`src/rtl/fprs_pkg.sv`:
```
package fprs_pkg;

    typedef enum logic [2:0] {
        OP_NOP    = 3'd0,
        OP_PUSH   = 3'd1,
        OP_POP    = 3'd2,
        OP_READ   = 3'd3,
        OP_WRITE  = 3'd4,
        OP_COPY   = 3'd5,
        OP_MODIFY = 3'd6,
        OP_EXAM   = 3'd7
    } op_e;

    typedef enum logic [1:0] {
        FLT_NONE  = 2'b00,
        FLT_UNDER = 2'b01,
        FLT_OVER  = 2'b10
    } flt_e;

    localparam logic [63:0] QNAN64 = 64'h7FF8_0000_0000_0000;

endpackage

```
`src/rtl/fprs_topptr.sv`:
```
module fprs_topptr #(
    parameter int NREG  = 8,
    localparam int PTR_W = $clog2(NREG)
) (
    input  logic             clk,
    input  logic             rst_n,
    input  logic             step_dn,
    input  logic             step_up,
    output logic [PTR_W-1:0] top
);
    localparam logic [PTR_W-1:0] ONE = 1;

    always_ff @(posedge clk or negedge rst_n) begin
        if (!rst_n) begin
            top <= '0;
        end else if (step_dn) begin
            top <= top - ONE;
        end else if (step_up) begin
            top <= top + ONE;
        end
    end

    AST_ONE_STEP_ONLY: assert property (@(posedge clk) disable iff (!rst_n)
        !(step_dn && step_up));

endmodule

```
`src/rtl/fprs_regfile.sv`:
```
module fprs_regfile #(
    parameter int NREG   = 8,
    parameter int DATA_W = 64,
    localparam int PTR_W = $clog2(NREG)
) (
    input  logic              clk,
    input  logic              rst_n,
    input  logic              we,
    input  logic [PTR_W-1:0]  waddr,
    input  logic [DATA_W-1:0] wval,
    input  logic              clr,
    input  logic [PTR_W-1:0]  caddr,
    input  logic [PTR_W-1:0]  addr_a,
    output logic [DATA_W-1:0] data_a,
    output logic              tag_a,
    input  logic [PTR_W-1:0]  addr_b,
    output logic              tag_b
);
    logic [DATA_W-1:0] data_arr [NREG];
    logic [NREG-1:0]   tag_vec;

    for (genvar k = 0; k < NREG; k++) begin : g_ent
        logic [DATA_W-1:0] d_q;
        logic              t_q;
        always_ff @(posedge clk or negedge rst_n) begin
            if (!rst_n) begin
                d_q <= '0;
                t_q <= 1'b0;
            end else if (we && (waddr == PTR_W'(k))) begin
                d_q <= wval;
                t_q <= 1'b1;
            end else if (clr && (caddr == PTR_W'(k))) begin
                t_q <= 1'b0;
            end
        end
        assign data_arr[k] = d_q;
        assign tag_vec[k]  = t_q;
    end

    assign data_a = data_arr[addr_a];
    assign tag_a  = tag_vec[addr_a];
    assign tag_b  = tag_vec[addr_b];

    AST_WE_CLR_EXCL: assert property (@(posedge clk) disable iff (!rst_n)
        !(we && clr));

    AST_WRITE_FILLS_TAG: assert property (@(posedge clk) disable iff (!rst_n)
        we |=> tag_vec[$past(waddr)]);

    AST_CLEAR_EMPTIES_TAG: assert property (@(posedge clk) disable iff (!rst_n)
        clr |=> !tag_vec[$past(caddr)]);

endmodule

```
`src/rtl/fprs_ctrl.sv`:
```
module fprs_ctrl
    import fprs_pkg::*;
#(
    parameter int                 NREG    = 8,
    parameter int                 DATA_W  = 64,
    parameter logic [DATA_W-1:0]  NAN_PAT = QNAN64[DATA_W-1:0],
    localparam int                PTR_W   = $clog2(NREG)
) (
    input  op_e               op,
    input  logic [PTR_W-1:0]  idx,
    input  logic [PTR_W-1:0]  top,
    input  logic [DATA_W-1:0] wdata,
    input  logic [DATA_W-1:0] data_a,
    input  logic              tag_a,
    input  logic              tag_b,
    output logic [PTR_W-1:0]  addr_a,
    output logic [PTR_W-1:0]  addr_b,
    output logic              we,
    output logic [DATA_W-1:0] wval,
    output logic              clr,
    output logic              step_dn,
    output logic              step_up,
    output logic              rd_upd,
    output logic [DATA_W-1:0] rd_val,
    output logic              rd_tag_val,
    output flt_e              fault_nxt
);
    localparam logic [PTR_W-1:0] ONE = 1;

    logic [PTR_W-1:0] rel;
    logic [PTR_W-1:0] below;
    logic [DATA_W-1:0] checked_a;

    assign rel       = top + idx;
    assign below     = top - ONE;
    assign checked_a = tag_a ? data_a : NAN_PAT;

    always_comb begin
        addr_a     = rel;
        addr_b     = rel;
        we         = 1'b0;
        wval       = wdata;
        clr        = 1'b0;
        step_dn    = 1'b0;
        step_up    = 1'b0;
        rd_upd     = 1'b0;
        rd_val     = checked_a;
        rd_tag_val = tag_a;
        fault_nxt  = FLT_NONE;
        unique case (op)
            OP_NOP: begin
            end
            OP_PUSH: begin
                addr_b    = below;
                we        = 1'b1;
                step_dn   = 1'b1;
                wval      = tag_b ? NAN_PAT : wdata;
                fault_nxt = tag_b ? FLT_OVER : FLT_NONE;
            end
            OP_POP: begin
                addr_a    = top;
                rd_upd    = 1'b1;
                clr       = 1'b1;
                step_up   = 1'b1;
                fault_nxt = tag_a ? FLT_NONE : FLT_UNDER;
            end
            OP_READ: begin
                rd_upd    = 1'b1;
                fault_nxt = tag_a ? FLT_NONE : FLT_UNDER;
            end
            OP_WRITE: begin
                we        = 1'b1;
                wval      = tag_b ? NAN_PAT : wdata;
                fault_nxt = tag_b ? FLT_OVER : FLT_NONE;
            end
            OP_COPY: begin
                addr_a    = top;
                we        = 1'b1;
                wval      = checked_a;
                fault_nxt = tag_a ? FLT_NONE : FLT_UNDER;
            end
            OP_MODIFY: begin
                rd_upd    = 1'b1;
                we        = 1'b1;
                wval      = tag_a ? wdata : NAN_PAT;
                fault_nxt = tag_a ? FLT_NONE : FLT_UNDER;
            end
            OP_EXAM: begin
                rd_upd    = 1'b1;
                rd_val    = data_a;
            end
            default: begin
            end
        endcase
    end

    always_comb begin
        AST_EXAM_QUIET_COMB: assert (op != OP_EXAM || fault_nxt == FLT_NONE);
    end

endmodule

```
`src/rtl/fprs_stack.sv`:
```
module fprs_stack
    import fprs_pkg::*;
#(
    parameter int                NREG    = 8,
    parameter int                DATA_W  = 64,
    parameter logic [DATA_W-1:0] NAN_PAT = QNAN64[DATA_W-1:0],
    localparam int               PTR_W   = $clog2(NREG)
) (
    input  logic              clk,
    input  logic              rst_n,
    input  logic [2:0]        op_code,
    input  logic [PTR_W-1:0]  op_idx,
    input  logic [DATA_W-1:0] op_wdata,
    output logic [DATA_W-1:0] rd_data,
    output logic              rd_tag,
    output logic [1:0]        fault,
    output logic              resp_vld,
    output logic [PTR_W-1:0]  top_ptr
);
    localparam logic [PTR_W-1:0] ONE = 1;

    op_e               op;
    logic [PTR_W-1:0]  top;
    logic [PTR_W-1:0]  addr_a, addr_b;
    logic [DATA_W-1:0] data_a, wval, rd_val;
    logic              tag_a, tag_b;
    logic              we, clr, step_dn, step_up, rd_upd, rd_tag_val;
    flt_e              fault_nxt;
    op_e               last_op;

    assign op = op_e'(op_code);

    fprs_ctrl #(.NREG(NREG), .DATA_W(DATA_W), .NAN_PAT(NAN_PAT)) u_ctrl (
        .op(op), .idx(op_idx), .top(top), .wdata(op_wdata),
        .data_a(data_a), .tag_a(tag_a), .tag_b(tag_b),
        .addr_a(addr_a), .addr_b(addr_b), .we(we), .wval(wval), .clr(clr),
        .step_dn(step_dn), .step_up(step_up), .rd_upd(rd_upd),
        .rd_val(rd_val), .rd_tag_val(rd_tag_val), .fault_nxt(fault_nxt)
    );

    fprs_regfile #(.NREG(NREG), .DATA_W(DATA_W)) u_regs (
        .clk(clk), .rst_n(rst_n),
        .we(we), .waddr(addr_b), .wval(wval),
        .clr(clr), .caddr(addr_a),
        .addr_a(addr_a), .data_a(data_a), .tag_a(tag_a),
        .addr_b(addr_b), .tag_b(tag_b)
    );

    fprs_topptr #(.NREG(NREG)) u_ptr (
        .clk(clk), .rst_n(rst_n),
        .step_dn(step_dn), .step_up(step_up), .top(top)
    );

    always_ff @(posedge clk or negedge rst_n) begin
        if (!rst_n) begin
            rd_data  <= '0;
            rd_tag   <= 1'b0;
            fault    <= FLT_NONE;
            resp_vld <= 1'b0;
            last_op  <= OP_NOP;
        end else begin
            if (rd_upd) begin
                rd_data <= rd_val;
                rd_tag  <= rd_tag_val;
            end
            fault    <= fault_nxt;
            resp_vld <= (op != OP_NOP);
            last_op  <= op;
        end
    end

    assign top_ptr = top;

    AST_FAULT_LEGAL: assert property (@(posedge clk) disable iff (!rst_n)
        fault != 2'b11);

    AST_NOP_QUIET: assert property (@(posedge clk) disable iff (!rst_n)
        (last_op == OP_NOP) |-> (fault == FLT_NONE && !resp_vld && top_ptr == $past(top_ptr)));

    AST_PUSH_STEP: assert property (@(posedge clk) disable iff (!rst_n)
        (last_op == OP_PUSH) |-> (top_ptr == $past(top_ptr) - ONE));

    AST_POP_STEP: assert property (@(posedge clk) disable iff (!rst_n)
        (last_op == OP_POP) |-> (top_ptr == $past(top_ptr) + ONE));

    AST_EXAM_NO_FAULT: assert property (@(posedge clk) disable iff (!rst_n)
        (last_op == OP_EXAM) |-> (fault == FLT_NONE));

    AST_COPY_NO_OVERFLOW: assert property (@(posedge clk) disable iff (!rst_n)
        (last_op == OP_COPY) |-> (fault != FLT_OVER));

    AST_UNDERFLOW_NAN: assert property (@(posedge clk) disable iff (!rst_n)
        (fault == FLT_UNDER && (last_op == OP_READ || last_op == OP_POP)) |-> (rd_data == NAN_PAT && !rd_tag));

endmodule

```
`config.mk`:
```
export PLATFORM = sky130hd
export DESIGN_NAME = fprs_stack
export DESIGN_NICKNAME = d
export VERILOG_FILES = /design/src/rtl/fprs_pkg.sv /design/src/rtl/fprs_topptr.sv /design/src/rtl/fprs_regfile.sv /design/src/rtl/fprs_ctrl.sv /design/src/rtl/fprs_stack.sv
export SDC_FILE = /design/constraint.sdc
export NUM_CORES = 1
export LEC_CHECK = 0
export ABC_AREA = 1
export ABC_CLOCK_PERIOD_IN_PS = 8300
export BUFFER_PORTS_ARGS = -buffer_cell sky130_fd_sc_hd__clkbuf_2
export CORE_MARGIN = 8
export CORE_UTILIZATION = 45
export CTS_CLUSTER_DIAMETER = 50
export DETAILED_ROUTE_END_ITERATION = 7
export PLACE_DENSITY = 0.6
export SLEW_MARGIN = 10
export SYNTH_ARGS = -nofsm -noshare
export SYNTH_HDL_FRONTEND = slang
export SYNTH_HIERARCHICAL = 1
export SYNTH_SLANG_ARGS = --single-unit
```
`constraint.sdc`:
```
create_clock -name clk -period 8.3 [get_ports clk]
set_clock_uncertainty 0.1 [all_clocks]
set_input_delay 0.83 -clock clk [delete_from_list [all_inputs] [get_ports clk]]
set_output_delay 0.83 -clock clk [all_outputs]
set_load 0.02 [all_outputs]
```
==> results.md <==
- FF-to-FF path depth: 17
- Final wirelength: 97200 µm
- Peak supply drop: 0.310 mV
- Clock Sinks: 591
- First-pass DRT Iterations: 5
- Final antenna-violating net count: 0
- Crit path max fanout: 57
- Net count, final: 4728
- FFs w/ async S/R, synth: 1.00
- Avg Vias per Cell: 4.98
- Synth Register Bits: 591
- Vias: 28191
- Final Hold Violating Endpoints: 0
- Core Rows: 97
- Met1 global-route usage: 0.341
- Crit share post-route: 0.629
- DR DRC count: 0
- Clk network pwr share: 0.217
- Reg2Reg Setup Slack: approximately 3.3 ns
- Final Slew Violations: 0
- Clock buffer depth: 3
- Post-synth cell types: 26
- CP Class: in -> reg
- Tot GR Track Use: 0.246
- Sequential share of the synthesized area: 0.467
- Synthesized cell area: 31700 µm²
- Total grt overflow: 0
- Final instance area: ~35000 µm²
- Synthesized area per cell: 6.78 µm²
- Fraction of layout cells with a size suffix above 1: 0.0770
- Initial antenna violation count: 5
- Crit path launch type: input pin
- Placed cell area: between 30000 and 40000 µm²
- IO Pins: 143
- FF/Latch Area: ~15000 µm²
- Worst skew pair latency: between 0.6 and 0.7 ns
- Post-CTS setup buffer count: 0
- Ranking of synthesized cells by area: dfrtp_1 (47%), nand2_1 (22%), inv_1 (8.4%)
- Num CTS Buffers: slightly below 80
- Leakage: about 0.019 µW
- Fmax: 0.192 GHz
- Drt wl/cell: 17.2 µm
- Met3 GRT Util: 0.0370
- Largest net degree at the start of global routing: 176
- Multi-input logic area: between 10000 and 15000 µm²
- Input/output buffers: approximately 140
- Syn Nets: roughly 4700
- Yosys Warn Count: 6
- Die width: 281 µm
- # hold bufs at CTS: 0
- Post-route setup TNS: 0 ns
- Root cell of the clock tree: clkbuf_16
- Share of the synthesized area in the top cell type: 0.467
- PD cells: around 450 nW/µm²
- Crit-path cells: clkbuf_2, nand3_4, nand2_1, inv_1, nand2_1, nand2_4, inv_4, buf_4, buf_4, nand3_1, nand2_1, nand2_1, nand2_1, nor2_1, nor2_1, nor2_1, nand3_1, inv_1, o21ai_0
- Area of the core: 69900 µm²
- Vias in the first global route: 26508
- Comb pwr share: 0.489
- Die Ht: 281 µm
- Endpoints failing setup: 0
- GPL Wtd Cong: 0.786
- Sequential share of power: 0.294
- FILL cells: 7176
- Min-delay worst type: in -> async
- Arr. time, crit path: between 5 and 6 ns
- Most used cell, CP: nand2_1
- Sw Share: 0.467
- Sw power: roughly 7400 µW
- Total Die Area: 79100 µm²
- Critical path's largest stage delay: 0.75 ns
- Post-synthesis cell count: 4670
- First-pass GRT wire length: between 150000 and 200000 µm
- Final worst path period need: 5.22 ns
- CTS resizes: 0
- CTS tree: done
- Crit end category: flip-flop
- Max-Cap Viols: 0
- Cell taking the most area after synthesis: dfrtp_1
- Post-synth EDFFs: 0
- Initial Utilization: 0.453
- RSZ-0062 raised after global routing: false
- Required time of the critical path: roughly 8.7 ns
- Worst slew margin: 0.200
- Met2 GRT Util: 0.403
- Area growth syn-to-layout: 11.6%
- Initial detailed-routing violation count: about 2500
- Most used flip-flop cell after synthesis: dfrtp_1
- CP max-delay cell: buf_4
- CTS clk-pin slew, worst paths: 0.06 ns
- Count leader, synth: nand2_1
- P_int: 8480 µW
- Reg-to-reg endpoint: u_regs/g_ent[5].d_q[57]
- Synth cell count leaders: nand2_1 (1847), inv_1 (712), dfrtp_1 (591)
- Grt peak-use layer: met2
- Slew @ Worst Pin: 1.20 ns
- R2R Path Start: u_ptr/top[0]
- H-tree levels: 3
- DPL Wire Length: 53700 µm
- Run status: complete, no violations
worst max-delay path: cells and delay by family:
family                 cells  cell delay, ns
buffers and inverters      6            2.41
AOI/OAI and AO/OA          1            0.18
and+or+nand+nor           12            2.05
area by class of cell:
| type | instances | area share |
|---|---|---|
| inverters | 725 | 0.0773 |
| multi-input cells | 3072 | 0.365 |
| diodes | 3 | 0.000212 |
| clock buffers | 109 | 0.0649 |
| clock inverters | 32 | 0.0105 |
| repair buffers | 184 | 0.0304 |
| flip-flops and latches | 591 | 0.418 |
| well taps | 940 | 0.0333 |
power groups by stage:
| stage | Sequential [µW] | Combinational, µW | Clock (µW) |
|---|---|---|---|
| 6_report | 4680 | 7790 | 3450 |
| 5_1_grt | 4830 | 8840 | 3650 |
| 4_1_cts | 4670 | 7770 | 3520 |
| 3_5_place_dp | 4710 | 7720 | 0 |
| 3_3_place_gp | 4690 | 7650 | 0 |
| 2_1_floorplan | 4740 | 5430 | 0 |
placed cells by master (no fill, tap or decap), drive strengths merged:
master       n
fa           2
clkinvlp     7
nand2     1849
diode        3
inv        729
xor2         2
nor2       326
o211ai       1
nand3      338
a21boi       1
ha           2
dfrtp      591
o21ai      527
buf         44
clkinv      15
clkbuf     249
or2         24
bufinv       6
routing by layer:
metal,share of wire,vias to the layer above,wire length [µm]
met5,0.00026,-,25
met4,0.020,4,1920
met3,0.062,151,6060
met2,0.46,763,44800
met1,0.46,13272,44500
li1,-,14001,-
sequential cells by signal, summed over array words and instances, names as in the netlist:
register	count
rd_tag	1
rd_data	64
fault	2
resp_vld	1
u_regs/g_ent.d_q	512
u_regs/g_ent.t_q	8
u_ptr/top	3
stage by stage:
step,hold slack (ns),cells,worst slack [ns],power (µW),util
2_1_floorplan,0.353,4670,4.75,10200,-
3_3_place_gp,0.355,5512,2.65,12300,0.467
3_5_place_dp,0.358,5512,2.60,12400,0.467
4_1_cts,0.147,5653,3.24,16000,0.505
5_1_grt,0.174,5653,2.87,17300,0.505
6_report,0.128,5656,3.08,15900,0.506
cells by family after synthesis:
| kind of cell | count (synthesis) | share of synthesized area |
|---|---|---|
| flops | 591 | 0.467 |
| compound gates | 529 | 0.0839 |
| simple gates | 2537 | 0.317 |
| buf+inv | 1007 | 0.130 |
| fa+ha+maj | 4 | 0.00205 |
| xor+xnor | 2 | 0.000553 |
how the worst max path moves through the flow:
stage | from | to | slack [ns] | depth (start not counted)
floorplan | op_idx[0] | u_regs/g_ent[3].d_q[37] | 4.75 | 21
global placement | op_code[2] | u_regs/g_ent[3].d_q[2] | 2.65 | 18
detailed placement | op_code[2] | u_regs/g_ent[5].d_q[57] | 2.60 | 19
CTS | op_code[2] | u_regs/g_ent[5].d_q[57] | 3.24 | 19
global route | op_code[2] | rd_data[52] | 2.87 | 19
finish | op_code[2] | u_regs/g_ent[5].d_q[57] | 3.08 | 19
(Power assumes the default switching activity.)
